--- src/rtl/ata_remap_pkg.sv ---
package ata_remap_pkg;

    typedef enum logic [1:0] {
        AM_MEM    = 2'd0,
        AM_CONTIG = 2'd1,
        AM_PRI    = 2'd2,
        AM_SEC    = 2'd3
    } amode_e;

    typedef enum logic [2:0] {
        K_DATA,
        K_ODD,
        K_ERRFEAT,
        K_CTRL,
        K_DEVADDR,
        K_PASS
    } ikind_e;

    typedef struct packed {
        logic       hit;
        logic [3:0] idx;
    } dec_t;

    localparam logic [3:0] TF_DATA_REG    = 4'h0;
    localparam logic [3:0] TF_ERRFEAT_REG = 4'h1;
    localparam logic [7:0] DEVADDR_FIXED  = 8'hC2;
    localparam int         SRST_BIT       = 2;

    function automatic ikind_e classify(input logic [3:0] idx);
        ikind_e k;
        case (idx)
            4'h0, 4'h8: k = K_DATA;
            4'h9:       k = K_ODD;
            4'hD:       k = K_ERRFEAT;
            4'hE:       k = K_CTRL;
            4'hF:       k = K_DEVADDR;
            default:    k = K_PASS;
        endcase
        return k;
    endfunction

    function automatic logic [7:0] devaddr_value(input logic [3:0] sel);
        return DEVADDR_FIXED | {2'b00, ~sel, 2'b00};
    endfunction

endpackage

--- src/rtl/tf_addr_decode.sv ---
module tf_addr_decode
    import ata_remap_pkg::*;
#(
    parameter int AW = 11
) (
    input  amode_e        mode,
    input  logic [AW-1:0] addr,
    output dec_t          dec
);
    localparam int HI_W = AW - 4;
    localparam logic [HI_W-1:0] PRI_CMD = HI_W'(12'h1F0 >> 4);
    localparam logic [HI_W-1:0] PRI_CTL = HI_W'(12'h3F0 >> 4);
    localparam logic [HI_W-1:0] SEC_CMD = HI_W'(12'h170 >> 4);
    localparam logic [HI_W-1:0] SEC_CTL = HI_W'(12'h370 >> 4);

    logic [HI_W-1:0] hi;
    assign hi = addr[AW-1:4];

    always_comb begin
        dec.hit = 1'b0;
        dec.idx = addr[3:0];
        case (mode)
            AM_MEM: begin
                if (hi == '0) begin
                    dec.hit = 1'b1;
                end else if (addr[AW-1:10] == (AW-10)'(1)) begin
                    dec.hit = 1'b1;
                    dec.idx = TF_DATA_REG;
                end
            end
            AM_CONTIG: dec.hit = 1'b1;
            AM_PRI, AM_SEC: begin
                if (hi == ((mode == AM_PRI) ? PRI_CMD : SEC_CMD)) begin
                    dec.hit = 1'b1;
                end else if (hi == ((mode == AM_PRI) ? PRI_CTL : SEC_CTL) && !addr[3]) begin
                    dec.hit = 1'b1;
                    dec.idx = {1'b1, addr[2:0]};
                end
            end
            default: dec.hit = 1'b0;
        endcase
    end
endmodule

--- src/rtl/tf_byte_lane.sv ---
module tf_byte_lane #(
    parameter int BW = 8
) (
    input  logic          clk,
    input  logic          rst,
    input  logic          clr,
    input  logic          rd_evt,
    input  logic          wr_evt,
    input  logic [BW-1:0] rd_hi,
    input  logic [BW-1:0] wr_lo,
    output logic          cyc,
    output logic [BW-1:0] hold
);
    always_ff @(posedge clk) begin
        if (rst) begin
            cyc  <= 1'b0;
            hold <= '0;
        end else if (clr) begin
            cyc <= 1'b0;
        end else if (rd_evt || wr_evt) begin
            cyc <= ~cyc;
            if (!cyc) hold <= rd_evt ? rd_hi : wr_lo;
        end
    end

    p_phase_flip_r12: assert property (@(posedge clk) disable iff (rst)
        (rd_evt || wr_evt) && !clr |=> cyc != $past(cyc));

    p_clr_first_phase_r10: assert property (@(posedge clk) disable iff (rst)
        clr |=> !cyc);
endmodule

--- src/rtl/tf_local_regs.sv ---
module tf_local_regs
    import ata_remap_pkg::*;
(
    input  logic       clk,
    input  logic       rst,
    input  logic       ctrl_we,
    input  logic [7:0] ctrl_in,
    input  logic       pd_set,
    input  logic       wake,
    output logic [7:0] ctrl,
    output logic       srst_req,
    output logic       pd,
    output logic       rdy
);
    logic soft_rst;
    assign soft_rst = ctrl_we && ctrl_in[SRST_BIT];

    always_ff @(posedge clk) begin
        if (rst) begin
            ctrl     <= '0;
            srst_req <= 1'b0;
            pd       <= 1'b0;
            rdy      <= 1'b0;
        end else begin
            srst_req <= soft_rst;
            if (ctrl_we) ctrl <= ctrl_in;
            if (soft_rst) begin
                pd  <= 1'b0;
                rdy <= 1'b0;
            end else if (pd_set) begin
                pd  <= 1'b1;
                rdy <= 1'b0;
            end else if (wake && pd) begin
                pd  <= 1'b0;
                rdy <= 1'b1;
            end
        end
    end

    p_ready_after_wake_r11: assert property (@(posedge clk) disable iff (rst)
        $rose(rdy) |-> $past(wake && pd));

    p_pd_fall_cause_r11: assert property (@(posedge clk) disable iff (rst)
        $fell(pd) |-> $past(wake || soft_rst));

    p_srst_with_ctrl_r10: assert property (@(posedge clk) disable iff (rst)
        srst_req |-> ctrl[SRST_BIT]);
endmodule

--- src/rtl/ata_tf_remap.sv ---
module ata_tf_remap
    import ata_remap_pkg::*;
#(
    parameter int HADDR_W = 11,
    parameter int DATA_W  = 16
) (
    input  logic               clk,
    input  logic               rst,
    input  logic [1:0]         mode,
    input  logic [HADDR_W-1:0] host_addr,
    input  logic               host_rd,
    input  logic               host_wr,
    input  logic [DATA_W-1:0]  host_wdata,
    output logic [DATA_W-1:0]  host_rdata,
    output logic               tf_rd,
    output logic               tf_wr,
    output logic [3:0]         tf_idx,
    output logic [DATA_W-1:0]  tf_wdata,
    input  logic [DATA_W-1:0]  tf_rdata,
    input  logic [7:0]         tf_status,
    input  logic               drv_present,
    input  logic [3:0]         sel_nib,
    input  logic               pd_set,
    output logic [7:0]         ctrl_byte,
    output logic               srst_req,
    output logic               pd_state,
    output logic               rdy_flag
);
    localparam int BYTE_W = DATA_W / 2;

    dec_t        dec;
    ikind_e      kind;
    logic        acc_rd, acc_wr;
    logic        odd_rd, odd_wr, ctrl_we, wake, lane_cyc;
    logic [BYTE_W-1:0] lane_hold;

    tf_addr_decode #(.AW(HADDR_W)) u_dec (
        .mode (amode_e'(mode)),
        .addr (host_addr),
        .dec  (dec)
    );

    assign kind   = classify(dec.idx);
    assign acc_wr = host_wr && dec.hit;
    assign acc_rd = host_rd && !host_wr && dec.hit;

    always_comb begin
        tf_rd      = 1'b0;
        tf_wr      = 1'b0;
        tf_idx     = TF_DATA_REG;
        tf_wdata   = host_wdata;
        host_rdata = '0;
        odd_rd     = 1'b0;
        odd_wr     = 1'b0;
        ctrl_we    = 1'b0;
        wake       = 1'b0;
        case (kind)
            K_DATA: begin
                tf_rd = acc_rd;
                tf_wr = acc_wr;
                if (acc_rd) host_rdata = tf_rdata;
            end
            K_ODD: begin
                odd_rd = acc_rd;
                odd_wr = acc_wr;
                if (!lane_cyc) begin
                    tf_rd = acc_rd;
                    if (acc_rd) host_rdata = DATA_W'(tf_rdata[BYTE_W-1:0]);
                end else begin
                    tf_wr    = acc_wr;
                    tf_wdata = {host_wdata[BYTE_W-1:0], lane_hold};
                    if (acc_rd) host_rdata = DATA_W'(lane_hold);
                end
            end
            K_ERRFEAT: begin
                tf_idx = TF_ERRFEAT_REG;
                tf_rd  = acc_rd;
                tf_wr  = acc_wr;
                if (acc_rd) host_rdata = tf_rdata;
            end
            K_CTRL: begin
                ctrl_we = acc_wr;
                if (acc_rd && drv_present) host_rdata = DATA_W'(tf_status);
            end
            K_DEVADDR: begin
                tf_idx = dec.idx;
                tf_wr  = acc_wr;
                wake   = acc_wr;
                if (acc_rd) host_rdata = DATA_W'(devaddr_value(sel_nib));
            end
            default: begin
                tf_idx = dec.idx;
                tf_rd  = acc_rd;
                tf_wr  = acc_wr;
                wake   = acc_wr;
                if (acc_rd) host_rdata = tf_rdata;
            end
        endcase
    end

    tf_byte_lane #(.BW(BYTE_W)) u_lane (
        .clk    (clk),
        .rst    (rst),
        .clr    (ctrl_we && host_wdata[SRST_BIT]),
        .rd_evt (odd_rd),
        .wr_evt (odd_wr),
        .rd_hi  (tf_rdata[DATA_W-1:BYTE_W]),
        .wr_lo  (host_wdata[BYTE_W-1:0]),
        .cyc    (lane_cyc),
        .hold   (lane_hold)
    );

    tf_local_regs u_regs (
        .clk      (clk),
        .rst      (rst),
        .ctrl_we  (ctrl_we),
        .ctrl_in  (host_wdata[7:0]),
        .pd_set   (pd_set),
        .wake     (wake),
        .ctrl     (ctrl_byte),
        .srst_req (srst_req),
        .pd       (pd_state),
        .rdy      (rdy_flag)
    );

    p_strobe_excl_r7: assert property (@(posedge clk) disable iff (rst)
        !(tf_rd && tf_wr));

    p_ctrl_local_r10: assert property (@(posedge clk) disable iff (rst)
        (tf_rd || tf_wr) |-> tf_idx != 4'hE);

    p_miss_silent_r6: assert property (@(posedge clk) disable iff (rst)
        (host_rd || host_wr) && !dec.hit |-> !tf_rd && !tf_wr && host_rdata == '0);

    p_ctrl_hold_r10: assert property (@(posedge clk) disable iff (rst)
        !ctrl_we |=> $stable(ctrl_byte));
endmodule

--- config.mk ---
export PLATFORM = sky130hd
export DESIGN_NAME = ata_tf_remap
export DESIGN_NICKNAME = d
export VERILOG_FILES = /design/src/rtl/ata_remap_pkg.sv /design/src/rtl/tf_addr_decode.sv /design/src/rtl/tf_byte_lane.sv /design/src/rtl/tf_local_regs.sv /design/src/rtl/ata_tf_remap.sv
export SDC_FILE = /design/constraint.sdc
export NUM_CORES = 1
export LEC_CHECK = 0
export ABC_AREA = 0
export ABC_CLOCK_PERIOD_IN_PS = 2400
export CORE_MARGIN = 4
export CORE_UTILIZATION = 32
export DETAILED_ROUTE_END_ITERATION = 16
export MAX_ROUTING_LAYER = met4
export PLACE_DENSITY = 0.89
export SLEW_MARGIN = 20
export SYNTH_ARGS = -nofsm -noshare
export SYNTH_HDL_FRONTEND = slang
export SYNTH_SLANG_ARGS = --single-unit
--- constraint.sdc ---
create_clock -name clk -period 2.4 [get_ports clk]
set_input_delay 0.36 -clock clk [delete_from_list [all_inputs] [get_ports clk]]
set_output_delay 0.36 -clock clk [all_outputs]
set_load 0.02 [all_outputs]
==> summary.md, run 1 <==
| Metric | Value |
|---|---|
| Status | finished with violations |
| Failing checks | negative setup slack |
| Initial Utilization | 0.3301 |
| Initial antenna violation count | 0 |
| DRC violations left | 0 |
| Clock tree buffer depth | 2 |
| Final WL | 7026 µm |
| Tightest Pin Transition | 0.4411 ns |
| Part of the power in combinational logic | 0.413 |
| F_max | 378.6 MHz |
| Largest net degree at the start of global routing | 18 |
| Worst Path Arrival | 2.28 ns |
| Final hold vios | 0 |
| CP peak stage delay | 0.54 ns |
| Clock group share of total power | 0.229 |
| DR vias/cell | 5.100 |
| Pwr Density | 288.3 nW/µm² |
| Synthesized Nets | 274 |
| Post-layout nets | 430 |
| Area growth syn-to-layout | 112.1% |
| Slowest-stage cell, CP | or4_4 |
| Min-delay worst type | flip-flop to flip-flop |
| DRT Pass-1 Iters | 4 |
| Post-synthesis compound-gate area fraction | 0.2239 |
| CP Capture Type | output pin |
| Met3 Use GR | 0.04524 |
| Met2 Usage GRT | 0.3938 |
| GPL Wtd Cong | 0.8614 |
| CTS buffer count | 3 |
| CP Data Required Time | 2.04 ns |
| DR vias | 2203 |
| Kind of critical path | input port to output pin |
| Busiest grt layer | met2 |
| Max Slew Vio Count | 0 |
| Sw Share | 0.3055 |
| Final setup TNS | -2.225 ns |
| Fillcell total | 371 |
| Synth unique cells | 37 |
| Max Cap Viol | 0 |
| Non-filler cells, final | 432 |
| Worst Path Max Fanout | 6 |
| N_diodes | 0 |
| IO Pins | 112 |
| Simple-Gate Fraction of Synth Area | 0.3700 |
| Sequential power share | 0.357 |
| Die W | 77.80 µm |
| Mux contribution to synthesized area | 0.1027 |
| Largest family of logic cells by synthesized area | simple AND/OR/NAND/NOR gates |
| RSZ-0062 raised after global routing | yes |
| Vias in the first global route | 2280 |
| Synth Instances | 211 |
| M1 GR Usage | 0.2595 |
| H-tree levels | 1 |
| Post-CTS Hold Fix Bufs | 0 |
| CP Cell Sequence | buf_6, or4_4, o31ai_4, nand4b_4, buf_4, nor3_2, nand2_2, o221ai_2, buf_4 |
| TritonCTS clock tree | done |
| Synth area leaders | dfxtp_1 26%, nand2_1 13%, mux2i_1 10% |
| Placed wire-length estimate | 5087 µm |
| Peak VDD IR | 0.0002114 V |
| Yosys reg bits | 20 |
| Synth Area in Adders | 0 |
| Port bufs | 111 |
| Worst-path clk slew | 0.08 ns |
| First-pass GRT wire length | 10920 µm |
| Root Buffer | clkbuf_8 |
| Layout cells sized above 1 | 0.4027 |
| Rel. slew slack | 0.7050 |
| CP dominant cell by count | buf_4 |
| Mapped cell area | 1559 µm² |
| Area share of the largest cell type after synthesis | 0.2568 |
| CTS sink cnt | 20 |
| DR iter-0 viols | 66 |
| Die area | 6053 µm² |
| Switching pwr | 0.2913 mW |
| Register area share after synthesis | 0.2568 |
| GRT Overall Usage | 0.2265 |
| Synth Area in XOR/XNOR | 0.01124 |
| Clock skew | 0.005170 ns |
| Leak | 1.446 nW |
| Dpl ws | -1.022 ns |
| Final worst path period share | 1.101 |
| Final worst slack | -0.2417 ns |
| Synth Warn # | 0 |
| Placed insts | 419 |
| Crit path launch type | input port |
| Routed Antenna Nets | 0 |
| Final Critical Period | 2.642 ns |
| Wire per inst | 16.26 µm |
| Clock Latency Late Sink | 0.25 ns |
| Synth area leader | dfxtp_1 |
| Fin util | 0.7001 |
| Core Region | 4723 µm² |
| Num rows | 25 |
| Final setup violation count | 17 |
| Die Y | 77.80 µm |
| Syn Area/Cell | 7.389 µm² |
| Int Pwr | 0.6622 mW |
| Grt ovf | 0 |
-- stage by stage --
step           instance area, µm²  hold slack (ns)  total power [mW]
2_1_floorplan                1590           0.4393            0.4783
3_3_place_gp                 3040           0.4746            0.7044
3_5_place_dp                 3040           0.4957            0.7106
4_1_cts                      3138           0.5121            0.9307
5_1_grt                      3307           0.5217             1.001
6_report                     3307           0.5072            0.9535
-- routing by layer --
layer,vias up,part of all wire
met5,-,0
met4,0,0.019
met3,15,0.060
met2,97,0.51
met1,1033,0.41
li1,1058,-
-- final timing paths --
kind                                      end  slack (ns)                        start  depth (start not counted)
hold / removal    u_regs.ctrl[4]$_SDFFE_PP0P_        0.51  u_regs.ctrl[4]$_SDFFE_PP0P_                          2
hold reg to reg   u_regs.ctrl[4]$_SDFFE_PP0P_        0.51  u_regs.ctrl[4]$_SDFFE_PP0P_                          2
setup / recovery                host_rdata[3]       -0.24                 host_addr[6]                          9
setup reg to reg  u_lane.hold[7]$_SDFFE_PP0P_        1.25      u_lane.cyc$_SDFFE_PP0P_                          4
-- registers in the layout (all words and copies together) (netlist names) --
name,cells
u_lane.cyc,1
u_lane.hold,8
u_regs.ctrl,8
u_regs.pd,1
u_regs.rdy,1
u_regs.srst_req,1
-- synthesized netlist by cell type --
cell,number
o21ai_0,4
or3_1,2
buf_1,2
a21oi_1,5
nor2b_1,1
o41ai_2,1
nor3_1,7
and2_1,12
or4_4,1
a21oi_2,1
nand2b_1,3
a31oi_1,2
o2111ai_1,1
nor3b_1,3
xnor2_1,2
and3_1,1
nand4b_2,1
nand3_1,3
o21bai_1,1
nor4_1,1
dfxtp_1,20
mux2i_1,16
nand2_1,54
or2_2,2
clkbuf_1,4
buf_4,1
o31ai_4,1
inv_1,4
a221o_1,3
nor2_1,28
o41a_1,1
o221ai_1,4
a22oi_1,5
a211oi_1,2
nor3_4,2
a211oi_2,8
buf_2,2
-- layout by cell type, fill, tap and decap left out, types with 9 or more instances in the layout --
master,Yosys,layout
a211oi_2,8,9
and2_1,12,10
buf_2,2,13
buf_4,1,50
buf_6,0,17
clkdlybuf4s50_1,0,61
dfxtp_1,20,20
mux2i_1,16,16
nand2_1,54,44
nor2_1,28,24
-- power groups by stage --
| stage | Clock, mW | Sequential, mW | Combinational, mW |
|---|---|---|---|
| global route | 0.241 | 0.342 | 0.418 |
| global placement | 0 | 0.348 | 0.356 |
| CTS | 0.225 | 0.341 | 0.365 |
| detailed placement | 0 | 0.348 | 0.362 |
| finish | 0.219 | 0.341 | 0.394 |
| floorplan | 0 | 0.350 | 0.128 |
-- worst max-delay path: cells and delay by family --
family,cells,cell delay (ns)
simple gates,4,1.00
compound gates,2,0.47
buf+inv,3,0.45
-- cell type report --
class / count / area, µm² / area share
Timing Repair Buffer: 160 / 1465 / 0.4431
Sequential cell: 20 / 400.4 / 0.1211
Inverter: 4 / 15.01 / 0.004540
Tap cell: 67 / 83.83 / 0.02535
Multi-Input combinational cell: 178 / 1301 / 0.3935
Clock buffer: 3 / 41.29 / 0.01249
-- timing repair --
action,in CTS,in global routing
pin swaps,17,12
cloned,0,1
resized for setup,204,63
setup buffers,7,3
endpoints found under the setup margin,58,44
-- cells by family after synthesis --
group,count (synthesis)
AOI/OAI and AO/OA,39
xor gates and xnor gates,2
buffers and inverters,13
DFF,20
muxes,16
and+or+nand+nor,121
Note: power is estimated with default switching activity, not from simulation.
==> run 2, diff against run 1 <==
PLACE_DENSITY = 0.74   (was 0.89)
==> summary.md, run 2 (synthesis results as in run 1) <==
| Metric | Value |
|---|---|
| Wire per inst | 16.91 µm |
| Rel. slew slack | 0.6548 |
| DR iter-0 viols | 79 |
| Final worst path period share | 1.067 |
| Final worst slack | -0.1604 ns |
| Final setup violation count | 31 |
| Worst Path Max Fanout | 7 |
| Peak VDD IR | 0.0002078 V |
| CTS sink cnt | 20 |
| Part of the power in combinational logic | 0.414 |
| Final hold slack | 0.5003 ns |
| Final hold vios | 0 |
| Crit path launch type | input port |
| Die area | 6053 µm² |
| Port bufs | 111 |
| Clock tree buffer depth | 2 |
| Clock Latency Late Sink | 0.26 ns |
| Clock skew | 0.002041 ns |
| CP Data Required Time | 2.04 ns |
| Post-Place Cell Area | 3083 µm² |
| IO Pins | 112 |
| DRC violations left | 0 |
| GRT Overall Usage | 0.2226 |
| GPL Wtd Cong | 0.8406 |
| CTS buffer count | 3 |
| Layout Cell Area excl Fill | 3587 µm² |
| Slowest-stage cell, CP | or4_4 |
| Switching pwr | 0.3131 mW |
| N_diodes | 0 |
| Sw Share | 0.3033 |
| Root Buffer | clkbuf_8 |
| Crit-path leading delay family | simple AND/OR/NAND/NOR gates |
| CP Cell Sequence | buf_6, or4_4, o31ai_4, nand4b_4, buf_6, a21oi_4, buf_6, nand2_2, o221ai_2, buf_4 |
| Routed Antenna Nets | 0 |
| Worst-path clk slew | 0.08 ns |
| First-pass GRT wire length | 10730 µm |
| Initial antenna violation count | 0 |
| Status | finished with violations |
| Commonest non-fill, non-tap cell in the layout | clkdlybuf4s50_1 |
| Placed wire-length estimate | 5067 µm |
| TritonCTS clock tree | done |
| Largest net degree at the start of global routing | 18 |
| DR vias/cell | 5.117 |
| Commonest non-fill, non-tap cells in the layout | 60 x clkdlybuf4s50_1, 50 x buf_4, 44 x buf_6, 31 x nand2_1, 23 x nor2_1 |
| Grt ovf | 0 |
| Max Slew Vio Count | 0 |
| Min-delay worst type | flip-flop to flip-flop |
| Sequential power share | 0.330 |
| Vias in the first global route | 2168 |
| Max Cap Viol | 0 |
| Top Registers | u_lane.hold x8, u_regs.ctrl x8 |
| Number of buffers and inverters on the critical path | 4 |
| R2r setup slk | 1.18 ns |
| DR vias | 2272 |
| Int Pwr | 0.7194 mW |
| F_max | 390.6 MHz |
| Kind of critical path | input port to output pin |
| DRT Pass-1 Iters | 4 |
| Tightest Pin Transition | 0.5162 ns |
| Final WL | 7506 µm |
| H-tree levels | 1 |
| Die W | 77.80 µm |
| Worst Path Arrival | 2.20 ns |
| Num rows | 25 |
| Final Critical Period | 2.560 ns |
| Failing checks | negative setup slack |
| Clock group share of total power | 0.255 |
| Area growth syn-to-layout | 130.1% |
| RSZ-0062 raised after global routing | yes |
| Pwr Density | 287.8 nW/µm² |
| Tot Pwr | 1.033 mW |
| CP dominant cell by count | buf_6 |
| CP Capture Type | output pin |
| Post-layout nets | 441 |
| Die Y | 77.80 µm |
| Core Region | 4723 µm² |
| Layout cells sized above 1 | 0.4801 |
| Leak | 1.559 nW |
| CP peak stage delay | 0.54 ns |
| Initial Utilization | 0.3301 |
-- run 2: power groups by stage --
stage / clock [mW] / combinational, mW / sequential (mW)
2_1_floorplan: 0 / 0.128 / 0.350
6_report: 0.264 / 0.428 / 0.341
4_1_cts: 0.268 / 0.373 / 0.341
5_1_grt: 0.283 / 0.453 / 0.342
3_5_place_dp: 0 / 0.364 / 0.348
3_3_place_gp: 0 / 0.361 / 0.348
-- run 2: per-layer routing --
metal,part of all wire,GRT usage,vias to the layer above
met5,0,-,-
met4,0.016,0.04270,0
met3,0.056,0.04060,12
met2,0.52,0.3818,88
met1,0.41,0.2730,1094
li1,-,-,1078
-- run 2: repair_timing --
action,4_1_cts,5_1_grt
buffers inserted,8,8
endpoints found under the setup margin,58,51
hold buffers,0,0
cloned,1,0
pin swaps,19,25
gates resized for setup,244,90
-- run 2: through the flow --
step | std cells | worst slack (ns) | util | TNS (ns)
after global placement | 423 | -0.9963 | 0.6527 | -40.51
after CTS | 436 | -0.1945 | 0.6890 | -2.052
after detailed placement | 423 | -0.9838 | 0.6527 | -40.45
after global routing | 444 | -0.2498 | 0.7595 | -4.329
after floorplan | 211 | -0.09375 | - | -0.7116
final | 444 | -0.1604 | 0.7595 | -1.939
-- run 2: layout make-up --
class                           count  area (µm²)
Timing Repair Buffer              170        1645
Inverter                            4       15.01
Multi-Input combinational cell    179        1388
Sequential cell                    20       400.4
Clock buffer                        4       55.05
Tap cell                           67       83.83
Fill cell                         340        1136
-- run 2: worst paths after layout --
path / startpoint / endpoint / cells after the start
min reg2reg: u_regs.ctrl[7]$_SDFFE_PP0P_ / u_regs.ctrl[7]$_SDFFE_PP0P_ / 2
max: host_addr[5] / host_rdata[5] / 10
min: u_regs.ctrl[7]$_SDFFE_PP0P_ / u_regs.ctrl[7]$_SDFFE_PP0P_ / 2
max reg2reg: u_lane.cyc$_SDFFE_PP0P_ / u_lane.hold[6]$_SDFFE_PP0P_ / 4
-- run 2: worst register-to-register path: stages (launching register included) --
cell,delay (ns)
dfxtp_1,0.41
nor3_4,0.26
buf_12,0.18
nor2_1,0.07
a211oi_2,0.21
